## config.mk

```make
export PLATFORM = sky130hd
export DESIGN_NAME = cld_decoder
export DESIGN_NICKNAME = d
export VERILOG_FILES = /design/src/rtl/cld_pkg.sv /design/src/rtl/cld_operand_class.sv /design/src/rtl/cld_len_calc.sv /design/src/rtl/cld_decoder.sv
export SDC_FILE = /design/constraint.sdc
export NUM_CORES = 1
export LEC_CHECK = 0
export ABC_AREA = 1
export BUFFER_PORTS_ARGS = -buffer_cell sky130_fd_sc_hd__buf_2
export CAP_MARGIN = 15
export CORE_MARGIN = 10
export CORE_UTILIZATION = 45
export CTS_CLUSTER_SIZE = 14
export DETAILED_ROUTE_END_ITERATION = 12
export PLACE_DENSITY = 0.85
export SYNTH_ARGS = -nofsm -noshare
export SYNTH_HDL_FRONTEND = slang
export SYNTH_SLANG_ARGS = --single-unit
```

## constraint.sdc

```tcl
create_clock -name clk -period 1.3 [get_ports clk]
set_input_delay 0.13 -clock clk [delete_from_list [all_inputs] [get_ports clk]]
set_output_delay 0.13 -clock clk [all_outputs]
set_load 0.03 [all_outputs]
```

## src/rtl/cld_pkg.sv

```systemverilog
package cld_pkg;

    localparam int WORD_W  = 16;
    localparam int OPC_W   = 4;
    localparam int OPND_W  = 6;
    localparam int REG_W   = 3;
    localparam int LIT_W   = OPND_W - 1;
    localparam int N_OPND  = 2;
    localparam int LEN_W   = $clog2(N_OPND + 2);

    // Bit position of operand k inside the word (k=0 destination, k=1 source)
    localparam int OPND_LSB = OPC_W;

    typedef enum logic [2:0] {
        MD_REG   = 3'd0,
        MD_IND   = 3'd1,
        MD_OFS   = 3'd2,
        MD_NWIND = 3'd3,
        MD_NWLIT = 3'd4,
        MD_INLIT = 3'd5,
        MD_RSVD  = 3'd6
    } opnd_mode_e;

    typedef struct packed {
        opnd_mode_e        mode;
        logic [REG_W-1:0]  rix;
        logic [LIT_W-1:0]  lit;
        logic              ext;
        logic              is_lit;
    } opnd_dec_t;

    localparam opnd_dec_t OPND_CLEAR = '{mode: MD_REG, rix: '0, lit: '0, ext: 1'b0, is_lit: 1'b0};

    // Whether a mode consumes one extension word
    function automatic logic mode_needs_ext(opnd_mode_e m);
        return (m == MD_OFS) || (m == MD_NWIND) || (m == MD_NWLIT);
    endfunction

endpackage

```

## src/rtl/cld_operand_class.sv

```systemverilog
module cld_operand_class
    import cld_pkg::*;
(
    input  logic [OPND_W-1:0] code,
    output opnd_dec_t         dec
);

    always_comb begin
        dec = OPND_CLEAR;
        if (code[OPND_W-1]) begin
            dec.mode   = MD_INLIT;
            dec.lit    = code[LIT_W-1:0];
            dec.is_lit = 1'b1;
        end else begin
            unique case (code[4:3])
                2'b00: begin
                    dec.mode = MD_REG;
                    dec.rix  = code[REG_W-1:0];
                end
                2'b01: begin
                    dec.mode = MD_IND;
                    dec.rix  = code[REG_W-1:0];
                end
                2'b10: begin
                    dec.mode = MD_OFS;
                    dec.rix  = code[REG_W-1:0];
                    dec.ext  = 1'b1;
                end
                default: begin
                    unique case (code[2:0])
                        3'd6: begin
                            dec.mode = MD_NWIND;
                            dec.ext  = 1'b1;
                        end
                        3'd7: begin
                            dec.mode   = MD_NWLIT;
                            dec.ext    = 1'b1;
                            dec.is_lit = 1'b1;
                        end
                        default: dec.mode = MD_RSVD;
                    endcase
                end
            endcase
        end
    end

endmodule

```

## src/rtl/cld_len_calc.sv

```systemverilog
module cld_len_calc
    import cld_pkg::*;
#(
    parameter int N = N_OPND,
    localparam int W = $clog2(N + 2)
) (
    input  logic [N-1:0] ext_flags,
    output logic [W-1:0] len
);

    always_comb begin
        len = W'(1);
        for (int k = 0; k < N; k++) begin
            len = len + W'(ext_flags[k]);
        end
    end

endmodule

```

## src/rtl/cld_decoder.sv

```systemverilog
module cld_decoder
    import cld_pkg::*;
(
    input  logic               clk,
    input  logic               rst,
    input  logic               in_valid,
    input  logic [WORD_W-1:0]  in_word,
    output logic               out_valid,
    output logic [OPC_W-1:0]   opcode,
    output logic [2:0]         dst_mode,
    output logic [REG_W-1:0]   dst_reg,
    output logic [LIT_W-1:0]   dst_lit,
    output logic [2:0]         src_mode,
    output logic [REG_W-1:0]   src_reg,
    output logic [LIT_W-1:0]   src_lit,
    output logic [LEN_W-1:0]   len,
    output logic               trap
);

    opnd_dec_t            dec   [N_OPND];
    logic [N_OPND-1:0]    ext_v;
    logic [LEN_W-1:0]     len_c;

    opnd_dec_t            dec_q [N_OPND];
    logic [OPC_W-1:0]     opc_q;
    logic [LEN_W-1:0]     len_q;
    logic                 vld_q;
    logic                 trap_q;

    for (genvar k = 0; k < N_OPND; k++) begin : g_opnd
        cld_operand_class u_cls (
            .code (in_word[OPND_LSB + k*OPND_W +: OPND_W]),
            .dec  (dec[k])
        );
        assign ext_v[k] = dec[k].ext;
    end

    cld_len_calc #(.N(N_OPND)) u_len (
        .ext_flags (ext_v),
        .len       (len_c)
    );

    always_ff @(posedge clk) begin
        if (rst) begin
            vld_q  <= 1'b0;
            trap_q <= 1'b0;
            opc_q  <= '0;
            len_q  <= '0;
            for (int k = 0; k < N_OPND; k++) dec_q[k] <= OPND_CLEAR;
        end else begin
            vld_q  <= in_valid;
            trap_q <= in_valid && dec[0].is_lit;
            if (in_valid) begin
                opc_q <= in_word[OPC_W-1:0];
                len_q <= len_c;
                for (int k = 0; k < N_OPND; k++) dec_q[k] <= dec[k];
            end
        end
    end

    assign out_valid = vld_q;
    assign trap      = trap_q;
    assign opcode    = opc_q;
    assign len       = len_q;
    assign dst_mode  = dec_q[0].mode;
    assign dst_reg   = dec_q[0].rix;
    assign dst_lit   = dec_q[0].lit;
    assign src_mode  = dec_q[1].mode;
    assign src_reg   = dec_q[1].rix;
    assign src_lit   = dec_q[1].lit;

endmodule

```

## After elaboration in Yosys (flattened, before gate mapping)

Memories as Yosys holds them, arrays and structs flattened.
Cells that the tools add are included.

| storage, ports and cells | value |
|---|---|
| RAM bits | 26 |
| memories kept | 1 |
| register bits | 8 |
| word-level logic and storage cells | 57 |
| output and inout port bits | 30 |

| cells by class | value |
|---|---|
| bitwise logic cells | 2 |
| add/subtract/negate cells | 2 |
| equal/unequal tests | 8 |
| muxes and demuxes | 31 |
| reductions and logical operators | 9 |

Memory list:

| memory | words | bits a word | rd ports | clocked after Yosys merged registers in | write ports | RTL line | text |
|---|---|---|---|---|---|---|---|
| dec_q | 2 | 13 | 2 | 0 | 2 | cld_decoder.sv:24 | `opnd_dec_t dec_q [N_OPND];` |

Operators with widths:

| cell | number |
|---|---|
| 13-bit two-way mux | 2 |
| 3-bit two-way mux | 6 |
| 3-bit case mux with 3 select lines | 2 |
| 1-bit two-way mux | 15 |
| 3-bit equality test, second input constant | 4 |
| 3-bit case mux with 2 select lines | 2 |
| 5-bit two-way mux | 2 |
| 2-bit OR reduction | 4 |
| 3-bit OR reduction | 2 |
| 2-bit by 1-bit equality test with 1-bit output, second input constant | 2 |
| 2-bit equality test, second input constant | 2 |
| 2-bit zero test | 2 |
| 1-bit case mux with 2 select lines | 2 |
| 1-bit by 1-bit adder with 2-bit output, first input constant | 1 |
| 2-bit by 1-bit adder with 2-bit output | 1 |
| 1-bit bitwise OR | 2 |
| 1-bit logical AND | 1 |

## Logic depth before layout (Yosys ltp)

Gate-level depths: netlist of the first run.

| logic depth | value |
|---|---|
| word-level depth | 7 |
| mapped depth | 5 |

## Cells and area by module

A second synthesis of the first run with hierarchy kept.

| second synthesis, totals | value |
|---|---|
| cells, all modules | 177 |
| area, all modules | 1492.7 µm² |

Modules (own cells, without submodules):

| module | area an instance (µm²) | instances | cells an instance | seq. area each (µm²) |
|---|---|---|---|---|
| cld_decoder | 1134.8 | 1 | 102 | 820.8 |
| cld_operand_class | 165.2 | 2 | 35 | 0.0 |
| cld_len_calc | 27.5 | 1 | 5 | 0.0 |

## Worst setup path before layout of the first run

Ideal clock, no wire load.

| timing path | value |
|---|---|
| path type | input to register |
| from | input port in_valid |
| to | memory dec_q[0][10] in the netlist's numbering (enable) |
| required time | 0.949 ns |
| cell stages on the path | 2 |
| slack | 0.204 ns |
| library setup time | 0.351 ns |
| arrival time | 0.745 ns |
| cells stage by stage | nor2_1 -> inv_1 |

RTL lines:

| element | RTL line | text |
|---|---|---|
| start, declared | cld_decoder.sv:6 | `input logic in_valid,` |
| end, declared | cld_decoder.sv:24 |  |

==> impl_metrics.env, run 1 <==
export IMPL_outcome="finished, final reports clean"
export IMPL_drc_errors=0
export IMPL_mostFrequentLayoutCell="buf_2"
export IMPL_port_buffers=48
export IMPL_initial_core_util_pct=48.18
export IMPL_path_buf_inv=1
export IMPL_r2r_slack_ns=0.75
export IMPL_netlist_instances=124
export IMPL_first_pass_iters=4
export IMPL_drv_cap=0
export IMPL_yosysSeqAreaShare_pct=66.94
export IMPL_synthDistinctLibCells=13
export IMPL_reg2regPathDepth=2
export IMPL_die_width_um=72.20
export IMPL_hpwl_um=2176
export IMPL_cts_tree="yes"
export IMPL_slew_viol_final=0
export IMPL_relSlewSlack_pct=45.31
export IMPL_p_total_mw=1.960
export IMPL_clk_pin_slew_ns=0.08
export IMPL_period_share_pct=78.29
export IMPL_cts_sinks=30
export IMPL_grt_total_usage_pct=10.38
export IMPL_clock_latency_ns=0.32
export IMPL_reg2reg_to="len[1]"
export IMPL_std_cell_rows=18
export IMPL_p_leak_nw=0.8421
export IMPL_placed_area_mm2=0.001500
export IMPL_ios=49
export IMPL_slowest_delay_ns=0.38
export IMPL_final_antenna_net_count=0
export IMPL_power_density_mw_per_mm2=1240
export IMPL_avgViaCountPerCell=4.643
export IMPL_drt_wl_total_um=2718
export IMPL_num_vias=989
export IMPL_grt_overflow_total=0
export IMPL_cp_required_ns=1.17
export IMPL_min_from="in_word[3]"
export IMPL_crit_end="src_lit[4]"
export IMPL_timing_rr_start="len[1]"
export IMPL_first_global_vias=1000
export IMPL_drive_above_1_share_pct=32.79
export IMPL_root_buffer="clkbuf_4"
export IMPL_layoutNonFillerInstCount=213
export IMPL_cts_max_path_buffers=2
export IMPL_hold_path_class="input port to flop"
export IMPL_ys_warn_count=0
export IMPL_cp_start_kind="flop"
export IMPL_worst_setup_path_end_kind="primary output"
export IMPL_rsz0062_at_grt="false"
export IMPL_design_die_area_mm2=0.005213
export IMPL_cp_slowest_cell="edfxtp_1"
export IMPL_num_antenna_cells=0
export IMPL_antenna_found_initial=0
export IMPL_die_h_um=72.20
export IMPL_final_util_pct=62.09
export IMPL_ys_ff_latch=30
export IMPL_syn_area_mm2=0.001226
export IMPL_core_mm2=0.002545
export IMPL_pre_cts_ws_ns=-0.01466
export IMPL_numCtsBuffers=5
export IMPL_syn_avg_cell_area_um2=9.889
export IMPL_setup_tns_ns=0
export IMPL_cp_depth=1
export IMPL_grt_pass1_wl_um=4284
export IMPL_crit_path_max_fanout=1
export IMPL_finalSetupViolCount=0
export IMPL_finalClockSkew_ns=0
export IMPL_place_gp_congestion=0.7863
export IMPL_avgRoutedWirePerCell_um=12.76
export IMPL_syn_nets=144
export IMPL_drt_iter0_markers=35
export IMPL_hold_violations=0
export IMPL_critPathLaunch="dec_q[0][19]"
export IMPL_cts_setup_buffers=0
export IMPL_syn_to_final_growth_pct=28.88
export IMPL_grt_max_degree=23
export IMPL_crit_family="flip-flops"
export IMPL_nets=202
export IMPL_crit_chain="buf_2"
export IMPL_fmax_mhz=982.6
export IMPL_ir_worst_vdd_v=0.0008691
export IMPL_fin_ws_ns=0.2823
export IMPL_whs_ns=0.02756
export IMPL_fin_area_mm2=0.001580
export IMPL_htree_num_levels=2
export IMPL_dp_cells=202
export IMPL_final_cell_mix="48 x buf_2, 34 x nand2_1, 29 x nor2_1, 22 x edfxtp_1, 17 x inv_1"
export IMPL_critPathKind="flop to primary output"
export IMPL_arrival_ns=0.89
export IMPL_tightestPinTransition_ns=0.8195
export IMPL_fin_crit_ns=1.018
state kept, by name, indices dropped and copies added, names as in the netlist:
name,cells
out_valid,1
dec_q,22
trap,1
len,2
opcode,4
worst min-delay path, stage by stage:
cell,delay [ns]
buf_2,0.08
nand2_1,0.06
nand2_1,0.05
layer usage:
| metal | up-vias | routed length (µm) | track usage, % |
|---|---|---|---|
| met5 | - | 0 | 0 |
| met2 | 44 | 1353 | 17.78 |
| met3 | 5 | 348 | 6.122 |
| li1 | 507 | - | - |
| met1 | 433 | 979 | 9.299 |
| met4 | 0 | 38 | 5.806 |
repair_timing:
item                      4_1_cts  5_1_grt
gates resized for setup         0        0
hold endpoints to repair        3        0
hold buffers                    3        0
cells by family (layout without fill, tap and decap cells):
family	Yosys count	count (layout)	share of synthesized area [%]
AND/OR/NAND/NOR	71	71	24.39
AO/OA/AOI/OAI	3	3	1.224
flip-flops	30	30	66.94
adder cells (fa/ha/maj)	1	1	1.020
buffers and inverters	19	78	6.428
cell type report:
class / count / area [µm²]
Multi-Input combinational cell: 75 / 326.6
Timing Repair Buffer: 52 / 277.8
Sequential cell: 30 / 820.8
Inverter: 18 / 67.56
Fill cell: 215 / 964.7
Clock inverter: 2 / 8.758
Clock buffer: 6 / 41.29
Tap cell: 30 / 37.54
power breakdown:
part	leakage, nW	internal [mW]	switching [mW]
Clock	0.0297	0.202	0.296
Combinational	0.509	0.0971	0.253
Sequential	0.304	1.09	0.0170
how the worst min path moves through the flow:
stage                end  slack (ns)  cells after the start
2_1_floorplan  opcode[0]        0.23                      2
3_3_place_gp   opcode[3]        0.32                      3
3_5_place_dp   opcode[2]        0.33                      3
4_1_cts        opcode[3]        0.02                      3
5_1_grt        opcode[3]        0.05                      3
6_report       opcode[3]        0.03                      3
synthesized netlist by cell type:
cell type,count,area [µm²]
nand2_1,34,127.6
nor2_1,29,108.9
edfxtp_1,22,660.6
inv_1,17,63.81
dfxtp_1,8,160.2
nand3_1,4,20.02
o21ai_0,3,15.01
nand3_2,2,20.02
buf_6,1,11.26
ha_1,1,12.51
inv_2,1,3.750
nand2_4,1,11.26
nor2_4,1,11.26
(Power assumes the default switching activity.)
==> inputs of run 2 (changes only) <==
Clock period 1.3 ns to 1 ns, I/O delays scaled along.
==> run 2 against run 1 <==
Net effect: the run now ends with negative setup slack left; core utilization up 11 points; worst setup slack worse by 0.32 ns; clock power grew 94%; non-clock buffer count is 8 higher; sequential cell count is the same; combinational power rose by 69%; register-to-register slack got worse by 0.33 ns; hold slack improved by 0.051 ns; critical path type unchanged; critical endpoint is now dst_mode[0]; largest cell class unchanged.
==> impl_metrics.env, run 2 (synthesis results as in run 1) <==
export IMPL_slew_viol_final=0
export IMPL_critPathKind="flop to primary output"
export IMPL_ir_worst_vdd_v=0.001888
export IMPL_path_buf_inv=1
export IMPL_tightestPinTransition_ns=0.2355
export IMPL_reg2regPathDepth=2
export IMPL_design_die_area_mm2=0.005213
export IMPL_die_width_um=72.20
export IMPL_clock_latency_ns=0.34
export IMPL_worst_setup_path_end_kind="primary output"
export IMPL_avgViaCountPerCell=4.864
export IMPL_p_total_mw=3.032
export IMPL_power_density_mw_per_mm2=1637
export IMPL_root_buffer="clkbuf_4"
export IMPL_final_cell_mix="34 x nand2_1, 28 x nor2_1, 23 x buf_6, 22 x edfxtp_1, 20 x buf_2"
export IMPL_htree_num_levels=2
export IMPL_hold_violations=0
export IMPL_initial_core_util_pct=48.18
export IMPL_grt_overflow_total=0
export IMPL_nets=210
export IMPL_largest_register="dec_q"
export IMPL_finalSetupViolCount=8
export IMPL_cts_tree="yes"
export IMPL_cp_required_ns=0.90
export IMPL_std_cell_rows=18
export IMPL_cts_sinks=30
export IMPL_first_global_vias=1108
export IMPL_cp_depth=1
export IMPL_num_antenna_cells=0
export IMPL_antenna_found_initial=0
export IMPL_whs_ns=0.07884
export IMPL_drt_iter0_markers=61
export IMPL_fin_crit_ns=1.040
export IMPL_min_from="in_word[14]"
export IMPL_hpwl_um=2404
export IMPL_crit_family="flip-flops"
export IMPL_syn_to_final_growth_pct=51.02
export IMPL_crit_path_max_fanout=1
export IMPL_grt_total_usage_pct=12.95
export IMPL_violations="negative setup slack"
export IMPL_cts_max_path_buffers=2
export IMPL_finalClockSkew_ns=0
export IMPL_fin_ws_ns=-0.03993
export IMPL_period_share_pct=104.0
export IMPL_fmax_mhz=961.6
export IMPL_cp_start_kind="flop"
export IMPL_ios=49
export IMPL_outcome="complete, but fails checks"
export IMPL_avgRoutedWirePerCell_um=15.86
export IMPL_cts_setup_buffers=0
export IMPL_final_antenna_net_count=0
export IMPL_die_h_um=72.20
export IMPL_drt_wl_total_um=3506
export IMPL_grt_pass1_wl_um=5126
export IMPL_num_vias=1075
export IMPL_cp_slowest_cell="edfxtp_1"
export IMPL_drive_above_1_share_pct=37.70
export IMPL_grt_max_degree=23
export IMPL_drv_cap=0
export IMPL_hold_path_class="input port to flop"
export IMPL_numCtsBuffers=5
export IMPL_slowest_delay_ns=0.43
export IMPL_core_mm2=0.002545
export IMPL_port_buffers=48
export IMPL_crit_chain="buf_6"
export IMPL_rsz0062_at_grt="true"
export IMPL_mostFrequentLayoutCell="nand2_1"
export IMPL_first_pass_iters=4
export IMPL_arrival_ns=0.94
export IMPL_largest_reg_flops=22
export IMPL_clk_pin_slew_ns=0.10
export IMPL_place_gp_congestion=0.8189
export IMPL_relSlewSlack_pct=84.26
export IMPL_critPathLaunch="dec_q[0][10]"
export IMPL_timing_rr_start="len[0]"
export IMPL_drc_errors=0
export IMPL_p_leak_nw=0.9338
export IMPL_hold_depth=3
## run 2: path summary, 6_finish.rpt
kind | end | slack, ns
max | dst_mode[0] | -0.04
min | dec_q[0][19] | 0.08
min reg2reg | opcode[1] | 0.46
max reg2reg | len[0] | 0.42
## run 2: cell type report
class | instances | area [µm²]
inverter | 18 | 71.32
sequential | 30 | 822.0
timing repair buffer | 60 | 509.2
tap | 30 | 37.54
clock buffer | 5 | 37.54
fill | 166 | 693.2
clock inverter | 3 | 40.04
multi-input combinational | 75 | 334.1
## run 2: metal layers
layer  vias to the layer above  share of wire, %  GRT usage, %
li1                        518                 -             -
met1                       493                34         11.92
met2                        53                53         20.99
met3                        11               9.8         7.075
met4                         0               3.8         9.892
met5                         -                 0             0
## run 2: power breakdown
| group | leakage (nW) | internal [mW] | total [mW] | switching [mW] |
|---|---|---|---|---|
| registers | 0.304 | 1.43 | 1.47 | 0.0447 |
| logic | 0.585 | 0.241 | 0.592 | 0.351 |
| clock network | 0.0450 | 0.517 | 0.970 | 0.453 |
## run 2: through the flow
step                      instance area (µm²)  setup WS, ns  cells  utilization, %  TNS (ns)
after global routing                     1852      -0.05942    221           72.76   -0.6349
after detailed placement                 1577       0.03648    209           61.95         0
after CTS                                1785      -0.02786    221           70.16   -0.1000
after floorplan                          1237       0.04348    124               -         0
final                                    1852      -0.03993    221           72.76   -0.1148
after global placement                   1577       0.06378    209           61.95         0
## run 2: what timing repair did
| action | CTS | global route |
|---|---|---|
| resized for setup | 30 | 33 |
| endpoints found under the hold margin | 4 | 0 |
| endpoints found under the setup margin | 17 | 28 |
| hold buffers | 4 | 0 |
